### src/rtl/pwr_irq_pkg.sv
package pwr_irq_pkg;

    localparam int REG_AW = 8;
    localparam int REG_DW = 8;

    // monitored sources, index into the source vector
    localparam int N_SRC    = 2;
    localparam int SRC_PWEN = 0;
    localparam int SRC_PG   = 1;

    // bit positions of the sources in the event byte and in the interrupt byte
    localparam int EVT_POS_PWEN  = 0;
    localparam int EVT_POS_PG    = 4;
    localparam int INTR_POS_PWEN = 0;
    localparam int INTR_POS_PG   = 1;

    localparam logic [REG_AW-1:0] ADR_INTR    = 8'h00;
    localparam logic [REG_AW-1:0] ADR_MASK    = 8'h01;
    localparam logic [REG_AW-1:0] ADR_EVT     = 8'h02;
    localparam logic [REG_AW-1:0] ADR_EVT_COR = 8'h03;

    localparam logic [REG_DW-1:0] MASK_RST  = 8'hA4;
    localparam logic [REG_DW-1:0] MASK_WMSK = 8'hBF;   // bit 6 reserved

    typedef enum logic [2:0] {
        SEL_NONE,
        SEL_INTR,
        SEL_MASK,
        SEL_EVT,
        SEL_EVT_COR
    } reg_sel_e;

    typedef struct packed {
        logic     rd;
        logic     wr;
        reg_sel_e sel;
    } bus_req_t;

    function automatic reg_sel_e decode_addr(logic [REG_AW-1:0] a);
        reg_sel_e s;
        case (a)
            ADR_INTR:    s = SEL_INTR;
            ADR_MASK:    s = SEL_MASK;
            ADR_EVT:     s = SEL_EVT;
            ADR_EVT_COR: s = SEL_EVT_COR;
            default:     s = SEL_NONE;
        endcase
        return s;
    endfunction

    function automatic logic [REG_DW-1:0] pack_event(logic [N_SRC-1:0] ev);
        logic [REG_DW-1:0] b;
        b = '0;
        b[EVT_POS_PG]   = ev[SRC_PG];
        b[EVT_POS_PWEN] = ev[SRC_PWEN];
        return b;
    endfunction

    function automatic logic [REG_DW-1:0] pack_intr(logic [N_SRC-1:0] ev);
        logic [REG_DW-1:0] b;
        b = '0;
        b[INTR_POS_PG]   = ev[SRC_PG];
        b[INTR_POS_PWEN] = ev[SRC_PWEN];
        return b;
    endfunction

endpackage

### src/rtl/pwr_irq_edge.sv
module pwr_irq_edge #(
    parameter int N = 2
) (
    input  logic         clk,
    input  logic         rst,
    input  logic [N-1:0] sig_i,
    output logic [N-1:0] edge_o
);
    logic [N-1:0] last_q;

    // the last sample follows the input during reset too, so the level
    // present at reset release is not taken as an edge
    always_ff @(posedge clk) begin
        last_q <= sig_i;
    end

    for (genvar i = 0; i < N; i++) begin : g_bit
        assign edge_o[i] = !rst && (sig_i[i] != last_q[i]);
    end

endmodule

### src/rtl/pwr_irq_evreg.sv
module pwr_irq_evreg #(
    parameter int N = 2
) (
    input  logic         clk,
    input  logic         rst,
    input  logic [N-1:0] set_i,
    input  logic         clr_i,
    output logic [N-1:0] ev_q
);
    for (genvar i = 0; i < N; i++) begin : g_bit
        // a set in the clearing cycle wins over the clear
        always_ff @(posedge clk) begin
            if (rst) ev_q[i] <= 1'b0;
            else     ev_q[i] <= (ev_q[i] & ~clr_i) | set_i[i];
        end

        AST_EDGE_LATCHES: assert property (@(posedge clk) disable iff (rst)
            set_i[i] |=> ev_q[i]);
        AST_EVT_STICKY: assert property (@(posedge clk) disable iff (rst)
            (ev_q[i] && !clr_i) |=> ev_q[i]);
        AST_COR_EMPTIES: assert property (@(posedge clk) disable iff (rst)
            (clr_i && !set_i[i]) |=> !ev_q[i]);
        AST_NO_SPURIOUS: assert property (@(posedge clk) disable iff (rst)
            (!ev_q[i] && !set_i[i]) |=> !ev_q[i]);
    end

endmodule

### src/rtl/pwr_irq_regs.sv
module pwr_irq_regs
    import pwr_irq_pkg::*;
(
    input  logic              clk,
    input  logic              rst,
    input  bus_req_t          req_i,
    input  logic [REG_DW-1:0] wdata_i,
    input  logic [N_SRC-1:0]  ev_i,
    output logic [REG_DW-1:0] mask_o,
    output logic [REG_DW-1:0] rdata_o,
    output logic              clr_o
);
    logic [REG_DW-1:0] mask_q;
    logic [REG_DW-1:0] rd_mux;

    always_ff @(posedge clk) begin
        if (rst)
            mask_q <= MASK_RST;
        else if (req_i.wr && req_i.sel == SEL_MASK)
            mask_q <= wdata_i & MASK_WMSK;
    end

    always_comb begin
        case (req_i.sel)
            SEL_INTR:    rd_mux = pack_intr(ev_i);
            SEL_MASK:    rd_mux = mask_q;
            SEL_EVT:     rd_mux = pack_event(ev_i);
            SEL_EVT_COR: rd_mux = pack_event(ev_i);
            default:     rd_mux = '0;
        endcase
    end

    always_ff @(posedge clk) begin
        if (rst)            rdata_o <= '0;
        else if (req_i.rd)  rdata_o <= rd_mux;
    end

    assign clr_o  = req_i.rd && (req_i.sel == SEL_EVT_COR);
    assign mask_o = mask_q;

    AST_MASK_WRITE: assert property (@(posedge clk) disable iff (rst)
        (req_i.wr && req_i.sel == SEL_MASK) |=> (mask_q == ($past(wdata_i) & MASK_WMSK)));
    AST_IGNORED_WRITE: assert property (@(posedge clk) disable iff (rst)
        !(req_i.wr && req_i.sel == SEL_MASK) |=> $stable(mask_q));
    AST_RDATA_HOLD: assert property (@(posedge clk) disable iff (rst)
        !req_i.rd |=> $stable(rdata_o));

endmodule

### src/rtl/pwr_irq_gen.sv
module pwr_irq_gen
    import pwr_irq_pkg::*;
(
    input  logic [REG_DW-1:0] intr_i,
    input  logic [REG_DW-1:0] mask_i,
    output logic              irq_n_o
);
    assign irq_n_o = ~|(intr_i & mask_i);
endmodule

### src/rtl/pwr_irq_bank.sv
module pwr_irq_bank
    import pwr_irq_pkg::*;
(
    input  logic              clk,
    input  logic              rst,
    input  logic [REG_AW-1:0] bus_addr,
    input  logic              bus_wr,
    input  logic              bus_rd,
    input  logic [REG_DW-1:0] bus_wdata,
    output logic [REG_DW-1:0] bus_rdata,
    input  logic              pgood_i,
    input  logic              pwren_i,
    output logic              irq_n
);
    bus_req_t          req;
    logic [N_SRC-1:0]  src;
    logic [N_SRC-1:0]  edges;
    logic [N_SRC-1:0]  ev;
    logic              clr;
    logic [REG_DW-1:0] mask;

    assign req.rd  = bus_rd;
    assign req.wr  = bus_wr;
    assign req.sel = decode_addr(bus_addr);

    assign src[SRC_PG]   = pgood_i;
    assign src[SRC_PWEN] = pwren_i;

    pwr_irq_edge #(.N(N_SRC)) u_edge (
        .clk(clk), .rst(rst), .sig_i(src), .edge_o(edges)
    );

    pwr_irq_evreg #(.N(N_SRC)) u_evreg (
        .clk(clk), .rst(rst), .set_i(edges), .clr_i(clr), .ev_q(ev)
    );

    pwr_irq_regs u_regs (
        .clk(clk), .rst(rst), .req_i(req), .wdata_i(bus_wdata),
        .ev_i(ev), .mask_o(mask), .rdata_o(bus_rdata), .clr_o(clr)
    );

    pwr_irq_gen u_gen (
        .intr_i(pack_intr(ev)), .mask_i(mask), .irq_n_o(irq_n)
    );

    AST_IRQ_NEEDS_EVT: assert property (@(posedge clk) disable iff (rst)
        !irq_n |-> (|ev));
    AST_MASKED_QUIET: assert property (@(posedge clk) disable iff (rst)
        (mask[1:0] == 2'b00) |-> irq_n);
    AST_RSVD_MASK_BIT: assert property (@(posedge clk) disable iff (rst)
        !mask[6]);

endmodule

### config.mk
export PLATFORM = sky130hd
export DESIGN_NAME = pwr_irq_bank
export DESIGN_NICKNAME = d
export VERILOG_FILES = /design/src/rtl/pwr_irq_pkg.sv /design/src/rtl/pwr_irq_edge.sv /design/src/rtl/pwr_irq_evreg.sv /design/src/rtl/pwr_irq_regs.sv /design/src/rtl/pwr_irq_gen.sv /design/src/rtl/pwr_irq_bank.sv
export SDC_FILE = /design/constraint.sdc
export NUM_CORES = 1
export LEC_CHECK = 0
export CORE_MARGIN = 3
export CORE_UTILIZATION = 42
export CTS_BUF_LIST = sky130_fd_sc_hd__clkbuf_16
export DETAILED_ROUTE_END_ITERATION = 6
export GPL_TIMING_DRIVEN = 1
export PLACE_DENSITY = 0.75
export SLEW_MARGIN = 20
export SYNTH_ARGS = -nofsm -noshare
export SYNTH_HDL_FRONTEND = slang
export SYNTH_SLANG_ARGS = --single-unit
export TNS_END_PERCENT = 100
### constraint.sdc
create_clock -name clk -period 1.53 [get_ports clk]
set_input_delay 0.153 -clock clk [delete_from_list [all_inputs] [get_ports clk]]
set_output_delay 0.153 -clock clk [all_outputs]
set_load 0.05 [all_outputs]
# Word level (Yosys, flattened, before mapping)
# Index checks and enable logic that the tools add are counted.
# totals
reg_bits,19
input_bits,22
out_inout_bits,9
word_cells,31
# classes
eq_ne,9
n_mux,2
bitwise_logic,6
n_reduce_logical,9
# op_table
cell,n
$pmux W8 S3,1
$eq A8 B2 Y1 const B,2
$pmux W3 S4,1
$and A2 B8 Y8,1
$eq A8 B1 Y1 const B,1
$logic_not A8 Y1,1
$reduce_or A8 Y1,1
$eq A3 B2 Y1 const B,2
$logic_and A1 B1 Y1,4
$eq A3 B1 Y1 const B,1
$eq A3 B3 Y1 const B,1
$and A1 B1 Y1,2
$logic_not A1 Y1,2
$ne A1 B1 Y1,2
$or A1 B1 Y1,2
$reduce_or A2 Y1,1
$not A1 Y1,1

# Longest topological paths before layout
# Gate-level depths: netlist (run 1).
# logic_depth
ltp_word,7
ltp_mapped,4
ltp_nobuf,3

# Hierarchy
# From an unflattened synthesis (run 1), not the netlist that was laid out.
# unflattened
hier_cells,96
hier_area_um2,863.3
# by_module_without_submodules
module,n_inst,cells_per_inst,area_each_um2
pwr_irq_regs,1,70,643.1
pwr_irq_evreg,1,8,70.1
pwr_irq_edge,1,6,65.1
pwr_irq_bank,1,7,46.3
pwr_irq_gen,1,5,38.8

# Worst setup path before layout (run 1)
# OpenSTA, ideal clock, no wires.
# synth_path
kind,register to output
from,register u_evreg.ev_q[1]
to,output irq_n
t_arrival_ns,1.141
required_ns,1.377
slack_ns,0.236
path_stages_with_launch,2
cell_sequence,dfxtp_1 a22oi_1
# synth_between
elab_chain_len,3
# synth_lines
element,line,text
"start, declared",pwr_irq_evreg.sv:8,output logic [N-1:0] ev_q
"start signal, assigned by index",pwr_irq_evreg.sv:14,else ev_q[i] <= (ev_q[i] & ~clr_i) | set_i[i];
$and A2 B8 Y8,pwr_irq_gen.sv:8,assign irq_n_o = ~|(intr_i & mask_i);
$reduce_or A8 Y1,pwr_irq_gen.sv:8,
$logic_not A1 Y1,pwr_irq_gen.sv:8,
"end, declared",pwr_irq_bank.sv:13,output logic irq_n
# Every way passes these cells.

# Final worst setup path (run 1)
# layout_path
from,input bus_addr[3]
to,register u_evreg.ev_q[1]
# layout_between
elab_chain_len,7
elab_cells_between_ends,10
# layout_lines
element,line,text
"start, declared",pwr_irq_bank.sv:6,"input logic [REG_AW-1:0] bus_addr,"
"$eq A8 B2 Y1, or another cell as far along",pwr_irq_pkg.sv:41,case (a)
$pmux W3 S4 *,pwr_irq_pkg.sv:41,
$eq A3 B3 Y1 *,pwr_irq_regs.sv:38,assign clr_o = req_i.rd && (req_i.sel == SEL_EVT_COR);
$logic_and A1 B1 Y1 *,pwr_irq_regs.sv:38,
$not A1 Y1 *,pwr_irq_evreg.sv:14,
$and A1 B1 Y1 *,pwr_irq_evreg.sv:14,
$or A1 B1 Y1 *,pwr_irq_evreg.sv:14,
# Every way passes the cells marked *; elsewhere a longest branch is shown, timed or not.
# A chain may end at the register's enable or synchronous reset.

==> results_tabular.tex, run 1 <==
\begin{tabular}{lr}
\hline
Metric & Value \\
\hline
\multicolumn{2}{l}{\textbf{Clock tree}} \\
\quad CTS Buffer Depth & 2 \\
\quad Post-CTS Setup Repair Bufs & 0 \\
\quad Total of hold buffers inserted after clock tree synthesis & 0 \\
\quad Clock insertion delay at the later pin of the skew report & roughly 0.25 ns \\
\quad Clk sinks & 18 \\
\quad Number of H-tree levels & 1 \\
\quad Clk pin slew, worst setup/hold paths & 0.05 ns \\
\quad Clock tree from TritonCTS & yes \\
\quad Gates resized, CTS repair & 0 \\
\quad Num CTS Buffers & 3 \\
\quad Cell chosen for the clock root & sky130\_fd\_sc\_hd\_\_clkbuf\_16 \\
\multicolumn{2}{l}{\textbf{Cells and area}} \\
\quad Post-route standard cell area excluding fillers & 1310 um\^{}2 \\
\quad Total of fill cells in the finished design & 140 \\
\quad Area of combinational cells with multiple inputs & 445 um\^{}2 \\
\quad Sequential cell area & around 360 um\^{}2 \\
\quad Synthesis-to-finish area growth & 57.3\% \\
\quad Layout Utilization & 72.6\% \\
\quad Most frequent standard cell in the layout excluding fill and tap cells & sky130\_fd\_sc\_hd\_\_buf\_4 \\
\quad NumNets Final & 151 \\
\quad Most used cells in the layout excluding fill and tap cells & sky130\_fd\_sc\_hd\_\_buf\_4, sky130\_fd\_sc\_hd\_\_clkdlybuf4s50\_1, sky130\_fd\_sc\_hd\_\_dfxtp\_1 \\
\quad Fraction of final layout cells with drive strength greater than 1 & 24.2\% \\
\quad Number of antenna diodes & 0 \\
\multicolumn{2}{l}{\textbf{Timing}} \\
\quad Unrepaired setup endpoints after global routing & no \\
\quad Crit path time final & 1.49 ns \\
\quad Number of max-slew violations in the final report & 0 \\
\quad Fmax & 673 MHz \\
\quad Period Utilization, post-route & between 90\% and 100\% \\
\quad Final-report setup violation count & 0 \\
\quad Post-layout worst setup margin & 0.0447 ns \\
\quad Clock tree skew after final layout & approximately 0.00094 ns \\
\quad Number of hold-slack violations in the final timing report & 0 \\
\quad Hold slack & about 0.4 ns \\
\multicolumn{2}{l}{\textbf{Floorplan}} \\
\quad Vertical extent of the die & about 51 um \\
\quad I/O pin count & 31 \\
\quad Die Outline Area & 2550 um\^{}2 \\
\quad Area of the core & 1800 um\^{}2 \\
\quad Die boundary width & 50.5 um \\
\quad \# rows & 15 \\
\quad Initial cell density of the core & between 40\% and 50\% \\
\multicolumn{2}{l}{\textbf{Routing}} \\
\quad Number of detailed-route iterations in the first pass & 4 \\
\quad Iter 0 DRT Violations & 4 \\
\quad Antenna-violating nets left & 0 \\
\quad DRT Wirelength & between 1500 and 2000 um \\
\quad Vias per cell & 4.97 \\
\quad Post-detailed-route DRC marker count & 0 \\
\quad Via count & 761 \\
\quad Routed wire length per instance & approximately 12 um \\
\multicolumn{2}{l}{\textbf{Logic synthesis}} \\
\quad Synthesized net count & 107 \\
\quad Cell area after synthesis & 832 um\^{}2 \\
\quad Number of flip-flops and latches in the synthesized netlist & 18 \\
\quad Gate count of the mapped netlist & 85 \\
\quad Library cells used by synthesis & 22 \\
\quad Mean instance size in the synthesized netlist & 9.79 um\^{}2 \\
\quad Part of the Yosys area used for sequential elements & $\sim$43\% \\
\quad Synthesis warning total & 0 \\
\multicolumn{2}{l}{\textbf{Setup path}} \\
\quad Crit. End Element & flip-flop \\
\quad CP Launch Type & primary input \\
\quad List of cells traversed by the critical path & clkdlybuf4s50\_1, or4\_4, o41ai\_1, a21oi\_1 \\
\quad CP Class & in2reg \\
\quad Crit Reg-Reg Startpoint & u\_regs.mask\_o[4]\$\_SDFFE\_PP0P\_ \\
\quad Buffers plus inverters on the worst setup path & 1 \\
\quad Flop-to-flop setup slack & 0.61 ns \\
\quad Logic depth of the worst register-to-register path & 3 \\
\quad Maximum net fanout on the critical path & 2 \\
\quad Worst path slowest cell & sky130\_fd\_sc\_hd\_\_or4\_4 \\
\quad Critical path data arrival time & approximately 1.6 ns \\
\quad Critical register-to-register path endpoint & u\_regs.rdata\_o[4]\$\_SDFFE\_PP0P\_ \\
\quad Largest incremental delay on the critical path & around 0.55 ns \\
\quad Cell family contributing the most delay on the critical path & simple AND/OR/NAND/NOR gates \\
\quad Worst Path Required & 1.66 ns \\
\multicolumn{2}{l}{\textbf{Min path}} \\
\quad End point of the most critical hold path & u\_edge.last\_q[1]\$\_DFF\_P\_ \\
\quad Launch point of the worst hold path & pgood\_i \\
\quad Hold Crit Depth & 1 \\
\quad Worst hold-check path type & in2reg \\
\multicolumn{2}{l}{\textbf{Power and ir drop}} \\
\quad Fraction of power consumed by sequential logic & a little over two fifths \\
\quad Power dissipated by switching net loads & 0.238 mW \\
\quad Power after layout & about 1.2 mW \\
\quad Internal power & 0.918 mW \\
\quad Maximum ir drop on the vdd rail & 0.872 mV \\
\quad Sw frac & 20.6\% \\
\quad Share of total power in combinational logic & between 10\% and 20\% \\
\quad Power density normalized to cell area & 883 nW/um\^{}2 \\
\quad LEAKAGE & around 0.5 nW \\
\quad Part of the total power dissipated in the clock network & between 40\% and 50\% \\
\multicolumn{2}{l}{\textbf{Global route}} \\
\quad GRT overflow & 0 \\
\quad Number of antenna violations at the first check in global routing & 0 \\
\quad Global router's overall resource usage & 16.7\% \\
\quad Largest net degree at the start of global routing & 12 \\
\quad Vias in the first global route & between 700 and 800 \\
\quad Global-route wire length before repair & 3140 um \\
\multicolumn{2}{l}{\textbf{Placed design}} \\
\quad Placement-stage cell area & 1230 um\^{}2 \\
\quad Setup WS pre-CTS & -0.192 ns \\
\quad Post-DP HPWL & around 1500 um \\
\quad Number of port buffers & 28 \\
\quad Final weighted congestion in routability-driven placement & 0.781 \\
\multicolumn{2}{l}{\textbf{Job}} \\
\quad \# Max-Cap Violations & 0 \\
\multicolumn{2}{l}{\textbf{Run status}} \\
\quad Outcome & complete, no violations \\
\hline
\end{tabular}
-- metrics by stage --
stage | std cells | setup TNS (ns)
after floorplan | 85 | 0
after global placement | 149 | -0.916
after detailed placement | 149 | -1.04
after CTS | 153 | 0
after global routing | 153 | 0
final | 153 | 0
-- area by class of cell --
type                    count  share of cell area [%]
well taps                  25                    2.39
flip-flops and latches     18                    27.5
multi-input cells          62                    34.0
clock inverters             1                   0.287
clock buffers               3                    5.74
repair buffers             44                    30.0
-- state kept, by name (all words and copies together), names as in the netlist --
| register | cells |
|---|---|
| u_edge.last_q | 2 |
| u_regs.mask_o | 7 |
| u_evreg.ev_q | 2 |
| u_regs.rdata_o | 7 |
-- per-layer routing --
| layer | share of wire, % | wire, um | global-route usage [%] |
|---|---|---|---|
| met3 | 5.0 | 95 | 4.45 |
| met2 | 50 | 951 | 27.0 |
| met5 | 0 | 0 | 0 |
| met1 | 41 | 781 | 18.7 |
| met4 | 4.1 | 79 | 12.6 |
-- worst max-delay path by stage --
stage / cells after the start / end / slack [ns] / start
final: 4 / u_evreg.ev_q[1]$_SDFF_PP0_ / 0.04 / bus_addr[3]
after global routing: 4 / u_evreg.ev_q[1]$_SDFF_PP0_ / 0.006 / bus_addr[3]
after CTS: 4 / u_evreg.ev_q[1]$_SDFF_PP0_ / 0.06 / bus_addr[3]
after detailed placement: 4 / u_evreg.ev_q[1]$_SDFF_PP0_ / -0.19 / bus_addr[3]
after global placement: 4 / u_evreg.ev_q[0]$_SDFF_PP0_ / -0.13 / bus_addr[3]
after floorplan: 1 / irq_n / 0.24 / u_evreg.ev_q[1]$_SDFF_PP0_
-- kinds of logic after synthesis --
kind of cell           synth area share, %
XOR/XNOR                              2.11
buffers and inverters                 3.16
AO/OA/AOI/OAI                         9.93
other                                0.451
multiplexers                          11.0
AND/OR/NAND/NOR                       30.1
flip-flops                            43.3
-- synthesized netlist by cell type --
| cell type | number | area, um^2 |
|---|---|---|
| sky130_fd_sc_hd__dfxtp_1 | 18 | 360 |
| sky130_fd_sc_hd__mux2i_1 | 8 | 80.1 |
| sky130_fd_sc_hd__nor4b_4 | 1 | 23.8 |
| sky130_fd_sc_hd__nand2_1 | 1 | 3.75 |
| sky130_fd_sc_hd__nor2b_1 | 1 | 6.26 |
| sky130_fd_sc_hd__nor4_4 | 1 | 21.3 |
| sky130_fd_sc_hd__and3b_1 | 1 | 8.76 |
| sky130_fd_sc_hd__a22oi_1 | 1 | 7.51 |
| sky130_fd_sc_hd__o32ai_1 | 2 | 17.5 |
| sky130_fd_sc_hd__mux2_2 | 1 | 11.3 |
| sky130_fd_sc_hd__buf_4 | 2 | 15.0 |
| sky130_fd_sc_hd__and3_1 | 1 | 6.26 |
| sky130_fd_sc_hd__conb_1 | 1 | 3.75 |
| sky130_fd_sc_hd__nor2_1 | 7 | 26.3 |
| sky130_fd_sc_hd__nand3_1 | 1 | 5.00 |
| sky130_fd_sc_hd__o41ai_1 | 2 | 17.5 |
| sky130_fd_sc_hd__or4_4 | 1 | 11.3 |
| sky130_fd_sc_hd__xnor2_1 | 2 | 17.5 |
| sky130_fd_sc_hd__clkbuf_1 | 3 | 11.3 |
| sky130_fd_sc_hd__a21oi_1 | 8 | 40.0 |
| sky130_fd_sc_hd__nand2b_1 | 17 | 106 |
| sky130_fd_sc_hd__nand4_1 | 5 | 31.3 |
-- power groups by stage --
stage / Combinational, mW / Sequential (mW) / Clock [mW]
after floorplan: 0.0527 / 0.492 / 0
after global placement: 0.145 / 0.493 / 0
after detailed placement: 0.149 / 0.493 / 0
after CTS: 0.150 / 0.484 / 0.538
after global routing: 0.161 / 0.484 / 0.569
final: 0.149 / 0.484 / 0.523
Note: power is estimated with default switching activity, not from simulation.
==> run 2: changes to the inputs <==
==> constraint.sdc (replaced) <==
create_clock -name clk -period 1.53 [get_ports clk]
set_input_delay 0.306 -clock clk [delete_from_list [all_inputs] [get_ports clk]]
set_output_delay 0.306 -clock clk [all_outputs]
set_load 0.05 [all_outputs]
==> run 2 against run 1 <==
Effect of this change: flip-flop and latch count unchanged; die area unchanged; global-route usage up 0.23 points; setup slack better by 0.063 ns; power down 1.4%; clock skew about the same; non-clock buffer count down 2; utilization up 6.4 points; via count up 3.5%; count of clock-buffer cells in the layout unchanged; critical path depth up 1; cell area up 8.8%.
==> results_tabular.tex, run 2 (synthesized netlist as in run 1, its figures left out) <==
\begin{tabular}{lr}
\hline
Metric & Value \\
\hline
\multicolumn{2}{l}{\textbf{Cells and area}} \\
\quad Synthesis-to-finish area growth & 71.1\% \\
\quad NumNets Final & 149 (-1.3\%) \\
\quad Most used cells in the layout excluding fill and tap cells & sky130\_fd\_sc\_hd\_\_dfxtp\_1, sky130\_fd\_sc\_hd\_\_nand2b\_1, sky130\_fd\_sc\_hd\_\_clkdlybuf4s50\_1 \\
\quad Most frequent standard cell in the layout excluding fill and tap cells & sky130\_fd\_sc\_hd\_\_dfxtp\_1 \\
\quad Fraction of final layout cells with drive strength greater than 1 & 27.2\% (+3.0 points) \\
\quad Number of antenna diodes & 0 (unchanged) \\
\quad Total of fill cells in the finished design & 124 (-11\%) \\
\quad Layout Utilization & 79.0\% (+6.4 points) \\
\quad Post-route standard cell area excluding fillers & 1420 um\^{}2 (+8.8\%) \\
\quad Sequential cell area & 360 um\^{}2 (unchanged) \\
\quad Area of combinational cells with multiple inputs & 480 um\^{}2 (+7.9\%) \\
\multicolumn{2}{l}{\textbf{Routing}} \\
\quad Routed wire length per instance & 13.9 um (+11\%) \\
\quad Number of detailed-route iterations in the first pass & 4 (unchanged) \\
\quad Vias per cell & 5.25 (+5.6\%) \\
\quad Via count & 788 (+3.5\%) \\
\quad Iter 0 DRT Violations & 13 (+9) \\
\quad DRT Wirelength & 2080 um (+9.0\%) \\
\quad Antenna-violating nets left & 0 (unchanged) \\
\quad Post-detailed-route DRC marker count & 0 (unchanged) \\
\multicolumn{2}{l}{\textbf{Setup path}} \\
\quad Maximum net fanout on the critical path & 3 (+1) \\
\quad Worst Path Required & 1.71 ns (+0.05 ns) \\
\quad Critical path data arrival time & 1.60 ns (about the same) \\
\quad CP Launch Type & primary input \\
\quad CP Class & in2reg \\
\quad Crit. End Element & flip-flop \\
\multicolumn{2}{l}{\textbf{Power and ir drop}} \\
\quad LEAKAGE & 0.555 nW (+10\%) \\
\quad Power after layout & 1.14 mW (-1.4\%) \\
\quad Power density normalized to cell area & 800 nW/um\^{}2 (-9.4\%) \\
\quad Maximum ir drop on the vdd rail & 0.933 mV (+7.0\%) \\
\multicolumn{2}{l}{\textbf{Placed design}} \\
\quad Number of port buffers & 28 (unchanged) \\
\quad Final weighted congestion in routability-driven placement & 0.822 (+5.3\%) \\
\quad Post-DP HPWL & 1570 um (+7.3\%) \\
\quad Placement-stage cell area & 1300 um\^{}2 (+5.9\%) \\
\multicolumn{2}{l}{\textbf{Global route}} \\
\quad Global router's overall resource usage & 17.0\% (+0.23 points) \\
\quad Met1 demand-to-capacity share in global routing & 20.5\% (+1.8 points) \\
\quad Global-route wire length before repair & 3260 um (+3.7\%) \\
\quad Busiest layer in global routing & met2 \\
\quad Met2 track utilization from global routing & 29.1\% (+2.2 points) \\
\quad Largest net degree at the start of global routing & 14 (+2) \\
\quad Vias in the first global route & 751 (+0.54\%) \\
\quad Global Route met3 Usage & 5.34\% (+0.89 points) \\
\quad Number of antenna violations at the first check in global routing & 0 (unchanged) \\
\quad GRT overflow & 0 (unchanged) \\
\multicolumn{2}{l}{\textbf{Clock tree}} \\
\quad Post-CTS Setup Repair Bufs & 0 (unchanged) \\
\quad Clk pin slew, worst setup/hold paths & 0.05 ns (about the same) \\
\quad Number of H-tree levels & 1 (unchanged) \\
\quad Clock insertion delay at the later pin of the skew report & 0.24 ns (about the same) \\
\quad Total of hold buffers inserted after clock tree synthesis & 0 (unchanged) \\
\quad Clk sinks & 18 (unchanged) \\
\quad Clock tree from TritonCTS & yes \\
\quad Num CTS Buffers & 3 (unchanged) \\
\quad Cell chosen for the clock root & sky130\_fd\_sc\_hd\_\_clkbuf\_16 \\
\quad CTS Buffer Depth & 2 (unchanged) \\
\multicolumn{2}{l}{\textbf{Timing}} \\
\quad Crit path time final & 1.42 ns (-0.0635 ns) \\
\quad Fin Setup TNS & 0 ns (unchanged) \\
\quad Number of max-slew violations in the final report & 0 (unchanged) \\
\quad Hold slack & 0.478 ns (+0.0780 ns) \\
\quad Unrepaired setup endpoints after global routing & no \\
\quad Final-report setup violation count & 0 (unchanged) \\
\quad Period Utilization, post-route & 92.9\% (-4.2 points) \\
\quad Clock tree skew after final layout & 0.000757 ns (-0.000182 ns) \\
\quad Number of hold-slack violations in the final timing report & 0 (unchanged) \\
\quad Fmax & 703 MHz (+4.5\%) \\
\multicolumn{2}{l}{\textbf{Floorplan}} \\
\quad Area of the core & 1800 um\^{}2 (unchanged) \\
\quad \# rows & 15 (unchanged) \\
\quad I/O pin count & 31 (unchanged) \\
\quad Initial cell density of the core & 46.2\% (unchanged) \\
\quad Die boundary width & 50.5 um (unchanged) \\
\quad Vertical extent of the die & 50.5 um (unchanged) \\
\quad Die Outline Area & 2550 um\^{}2 (unchanged) \\
\multicolumn{2}{l}{\textbf{Job}} \\
\quad \# Max-Cap Violations & 0 (unchanged) \\
\multicolumn{2}{l}{\textbf{Min path}} \\
\quad Worst hold-check path type & reg2reg \\
\multicolumn{2}{l}{\textbf{Run status}} \\
\quad Outcome & complete, no violations \\
\hline
\end{tabular}
## run 2: cell types whose count changed in the layout (fill, tap and decap cells not counted), moves of 4 or more
cell / before / now
sky130_fd_sc_hd__buf_12: 1 / 8
sky130_fd_sc_hd__buf_4: 23 / 13
sky130_fd_sc_hd__clkdlybuf4s50_1: 20 / 14
sky130_fd_sc_hd__dlymetal6s2s_1: 0 / 4
## run 2: metal layers
layer | part of all wire, % | routed length, um
met5 | 0 | 0
met3 | 8.5 | 176
met2 | 52 | 1090
met1 | 38 | 798
met4 | 0.58 | 12
## run 2: final timing paths
| path | slack [ns] | endpoint | depth (start not counted) | startpoint |
|---|---|---|---|---|
| max reg2reg | 0.61 | u_regs.rdata_o[1]$_SDFFE_PP0P_ | 3 | u_evreg.ev_q[1]$_SDFF_PP0_ |
| max | 0.11 | u_regs.mask_o[0]$_SDFFE_PP0P_ | 5 | bus_addr[1] |
| min | 0.48 | u_evreg.ev_q[0]$_SDFF_PP0_ | 2 | u_evreg.ev_q[0]$_SDFF_PP0_ |
| min reg2reg | 0.48 | u_evreg.ev_q[0]$_SDFF_PP0_ | 2 | u_evreg.ev_q[0]$_SDFF_PP0_ |
## run 2: stage by stage
stage	setup WS, ns	cells
2_1_floorplan	0.0832	85
3_3_place_gp	-0.321	147
3_5_place_dp	-0.365	147
4_1_cts	0.00414	150
5_1_grt	0.00777	150
6_report	0.108	150
## run 2: cell type report
class | instances | share of cell area [%]
repair buffers | 42 | 33.5
clock buffers | 3 | 5.27
multi-input cells | 62 | 33.7
flip-flops and latches | 18 | 25.3
well taps | 25 | 2.20
## run 2: worst max-delay path, cell delays in order
cell                              delay, ns
sky130_fd_sc_hd__clkdlybuf4s50_1       0.47
sky130_fd_sc_hd__nor4b_4               0.28
sky130_fd_sc_hd__and3_4                0.24
sky130_fd_sc_hd__buf_4                 0.13
sky130_fd_sc_hd__mux2i_1               0.17
## run 2: where the power goes
| group | internal [mW] | leakage (nW) | total, mW | switching [mW] |
|---|---|---|---|---|
| Sequential | 0.478 | 0.147 | 0.485 | 0.00723 |
| Clock | 0.343 | 0.0370 | 0.505 | 0.161 |
| Combinational | 0.0890 | 0.371 | 0.150 | 0.0605 |
## run 2: what timing repair did
item,in CTS,in global routing
endpoints found under the setup margin,9,11
pin swaps,3,3
gates resized for setup,7,5
==> run 3: changes to the inputs <==
Settings changed: CAP_MARGIN set to 10, CELL_PAD_IN_SITES_DETAIL_PLACEMENT set to 1, CELL_PAD_IN_SITES_GLOBAL_PLACEMENT set to 1, CORE_UTILIZATION 42 to 31, PLACE_DENSITY 0.75 to 0.74.
==> run 3 against run 2 <==
Effect of this change: global-route usage down 0.74 points; via count decreased by 2.4%; clock skew up 0.0020 ns; critical path depth grew 1; combinational power grew 5%.
==> results_tabular.tex, run 3 (synthesized netlist as in run 1, its figures left out) <==
\begin{tabular}{lr}
\hline
Metric & Value \\
\hline
\multicolumn{2}{l}{\textbf{Run status}} \\
\quad Outcome & complete, no violations \\
\multicolumn{2}{l}{\textbf{Routing}} \\
\quad Antenna-violating nets left & 0 (unchanged) \\
\quad Routed wire length per instance & 15.4 um (+11\%) \\
\quad DRT Wirelength & 2410 um (+16\%) \\
\quad Number of detailed-route iterations in the first pass & 4 (unchanged) \\
\quad Post-detailed-route DRC marker count & 0 (unchanged) \\
\quad Vias per cell & 4.90 (-6.8\%) \\
\quad Via count & 769 (-2.4\%) \\
\quad Iter 0 DRT Violations & 5 (-8) \\
\multicolumn{2}{l}{\textbf{Placed design}} \\
\quad Post-DP HPWL & 1750 um (+11\%) \\
\quad Number of port buffers & 28 (unchanged) \\
\quad DP Cell Count & 152 (+3.4\%) \\
\quad Setup WS pre-CTS & -0.340 ns (+0.0247 ns) \\
\quad Final weighted congestion in routability-driven placement & 0.819 (-0.30\%) \\
\multicolumn{2}{l}{\textbf{Floorplan}} \\
\quad Vertical extent of the die & 57.8 um (+14\%) \\
\quad \# rows & 18 (+3) \\
\quad I/O pin count & 31 (unchanged) \\
\quad Area of the core & 2520 um\^{}2 (+40\%) \\
\quad Initial cell density of the core & 33.0\% (-13 points) \\
\quad Die boundary width & 57.8 um (+14\%) \\
\quad Die Outline Area & 3340 um\^{}2 (+31\%) \\
\multicolumn{2}{l}{\textbf{Min path}} \\
\quad Worst hold-check path type & reg2reg \\
\quad Launch point of the worst hold path & u\_regs.mask\_o[0]\$\_SDFFE\_PP0P\_ \\
\quad End point of the most critical hold path & u\_regs.mask\_o[0]\$\_SDFFE\_PP0P\_ \\
\quad Hold Crit Depth & 2 (unchanged) \\
\multicolumn{2}{l}{\textbf{Setup path}} \\
\quad Critical register-to-register path endpoint & u\_regs.rdata\_o[4]\$\_SDFFE\_PP0P\_ \\
\quad Critical path data arrival time & 1.68 ns (+0.08 ns) \\
\quad Worst Path Required & 1.70 ns (about the same) \\
\quad Crit. End Element & flip-flop \\
\quad Logic depth of the worst register-to-register path & 3 (unchanged) \\
\quad Worst path slowest cell & sky130\_fd\_sc\_hd\_\_clkdlybuf4s50\_1 \\
\quad List of cells traversed by the critical path & clkdlybuf4s50\_1, buf\_4, nor4\_4, and3\_4, buf\_6, mux2i\_2 \\
\quad Largest incremental delay on the critical path & 0.42 ns (-0.05 ns) \\
\quad CP Class & in2reg \\
\quad Flop-to-flop setup slack & 0.61 ns (about the same) \\
\quad Crit Reg-Reg Startpoint & u\_regs.mask\_o[4]\$\_SDFFE\_PP0P\_ \\
\quad Maximum net fanout on the critical path & 4 (+1) \\
\quad CP Launch Type & primary input \\
\multicolumn{2}{l}{\textbf{Clock tree}} \\
\quad Clock insertion delay at the later pin of the skew report & 0.25 ns (about the same) \\
\quad Number of H-tree levels & 1 (unchanged) \\
\quad Clock tree from TritonCTS & yes \\
\quad Total of hold buffers inserted after clock tree synthesis & 0 (unchanged) \\
\quad Clk pin slew, worst setup/hold paths & 0.05 ns (about the same) \\
\quad Cell chosen for the clock root & sky130\_fd\_sc\_hd\_\_clkbuf\_16 \\
\quad Num CTS Buffers & 3 (unchanged) \\
\quad Clk sinks & 18 (unchanged) \\
\quad CTS Buffer Depth & 2 (unchanged) \\
\multicolumn{2}{l}{\textbf{Global route}} \\
\quad Global router's overall resource usage & 16.2\% (-0.74 points) \\
\quad Global-route wire length before repair & 4080 um (+25\%) \\
\quad Vias in the first global route & 852 (+13\%) \\
\quad GRT overflow & 0 (unchanged) \\
\quad Largest net degree at the start of global routing & 15 (+1) \\
\quad Number of antenna violations at the first check in global routing & 0 (unchanged) \\
\multicolumn{2}{l}{\textbf{Timing}} \\
\quad Fin Setup TNS & 0 ns (unchanged) \\
\quad Crit path time final & 1.50 ns (+0.0831 ns) \\
\quad Post-layout worst setup margin & 0.0251 ns (-0.0831 ns) \\
\quad Final-report setup violation count & 0 (unchanged) \\
\quad Fmax & 664 MHz (-5.5\%) \\
\quad Number of max-slew violations in the final report & 0 (unchanged) \\
\quad Period Utilization, post-route & 98.4\% (+5.4 points) \\
\quad Number of hold-slack violations in the final timing report & 0 (unchanged) \\
\quad Clock tree skew after final layout & 0.00274 ns (+0.00198 ns) \\
\multicolumn{2}{l}{\textbf{Power and ir drop}} \\
\quad Maximum ir drop on the vdd rail & 0.662 mV (-29\%) \\
\quad Sw frac & 21.8\% (+1.7 points) \\
\quad Power dissipated by switching net loads & 0.255 mW (+11\%) \\
\quad Internal power & 0.916 mW (+0.64\%) \\
\quad Power density normalized to cell area & 803 nW/um\^{}2 (+0.34\%) \\
\quad Part of the total power dissipated in the clock network & 45.1\% (+0.8 points) \\
\quad Power after layout & 1.17 mW (+2.8\%) \\
\quad LEAKAGE & 0.564 nW (+1.7\%) \\
\quad Fraction of power consumed by sequential logic & 41.4\% (-1.2 points) \\
\quad Share of total power in combinational logic & 13.5\% (+0.4 points) \\
\multicolumn{2}{l}{\textbf{Cells and area}} \\
\quad Total of fill cells in the finished design & 273 (+120\%) \\
\quad NumNets Final & 150 (+0.67\%) \\
\quad Synthesis-to-finish area growth & 75.3\% \\
\quad Layout Utilization & 57.8\% (-21 points) \\
\quad Sequential cell area & 360 um\^{}2 (unchanged) \\
\quad Most frequent standard cell in the layout excluding fill and tap cells & sky130\_fd\_sc\_hd\_\_dfxtp\_1 \\
\quad Most used cells in the layout excluding fill and tap cells & sky130\_fd\_sc\_hd\_\_dfxtp\_1, sky130\_fd\_sc\_hd\_\_nand2b\_1, sky130\_fd\_sc\_hd\_\_clkdlybuf4s50\_1, sky130\_fd\_sc\_hd\_\_buf\_4, sky130\_fd\_sc\_hd\_\_buf\_12 \\
\quad Area of combinational cells with multiple inputs & 499 um\^{}2 (+3.9\%) \\
\quad Fraction of final layout cells with drive strength greater than 1 & 29.1\% (+1.9 points) \\
\quad Post-Layout Cell Count & 157 (+4.7\%) \\
\quad Number of antenna diodes & 0 (unchanged) \\
\multicolumn{2}{l}{\textbf{Job}} \\
\quad \# Max-Cap Violations & 0 (unchanged) \\
\hline
\end{tabular}
[run 3: power by group through the flow]
stage	Clock, mW	Sequential (mW)	Combinational (mW)
CTS	0.534	0.484	0.150
finish	0.528	0.485	0.158
global placement	0	0.493	0.144
floorplan	0	0.492	0.0527
global route	0.555	0.487	0.169
detailed placement	0	0.494	0.148
[run 3: worst max-delay path by stage]
| stage | from | slack [ns] | end |
|---|---|---|---|
| final | bus_addr[3] | 0.03 | u_regs.mask_o[3]$_SDFFE_PP0P_ |
| after global routing | bus_addr[3] | -0.007 | u_regs.mask_o[3]$_SDFFE_PP0P_ |
| after CTS | bus_addr[4] | 0.02 | u_regs.mask_o[3]$_SDFFE_PP0P_ |
| after detailed placement | bus_addr[2] | -0.34 | u_evreg.ev_q[0]$_SDFF_PP0_ |
| after global placement | bus_addr[2] | -0.30 | u_evreg.ev_q[1]$_SDFF_PP0_ |
| after floorplan | u_evreg.ev_q[1]$_SDFF_PP0_ | 0.08 | irq_n |
[run 3: metrics by stage]
stage               area, um^2  hold WS (ns)
CTS                       1420         0.489
global placement          1310         0.465
finish                    1460         0.492
detailed placement        1310         0.490
floorplan                  832         0.334
global route              1460         0.526
[run 3: final cells by class]
| cell class | count | area share [%] |
|---|---|---|
| clock buffer | 3 | 5.15 |
| clock inverter | 1 | 0.257 |
| multi-input combinational | 62 | 34.2 |
| sequential | 18 | 24.7 |
| tap | 30 | 2.57 |
| timing repair buffer | 43 | 33.1 |
[run 3: routing by layer]
metal | global-route usage [%] | wire length [um] | share of wire (%) | vias up
li1 | - | - | - | 389
met1 | 19.5 | 1040 | 43 | 358
met2 | 27.9 | 1230 | 51 | 17
met3 | 3.34 | 90 | 3.7 | 5
met4 | 6.95 | 45 | 1.9 | 0
met5 | 0 | 0 | 0 | -
[run 3: worst max-delay path, delay by kind of cell]
kind | cells | cell delay (ns)
buffers and inverters | 3 | 0.69
multiplexers | 1 | 0.21
AND/OR/NAND/NOR | 2 | 0.46
[run 3: what timing repair did]
action	CTS	global route
pin swaps	6	3
endpoints found under the setup margin	11	7
buffers inserted	1	0
gates resized for setup	9	8
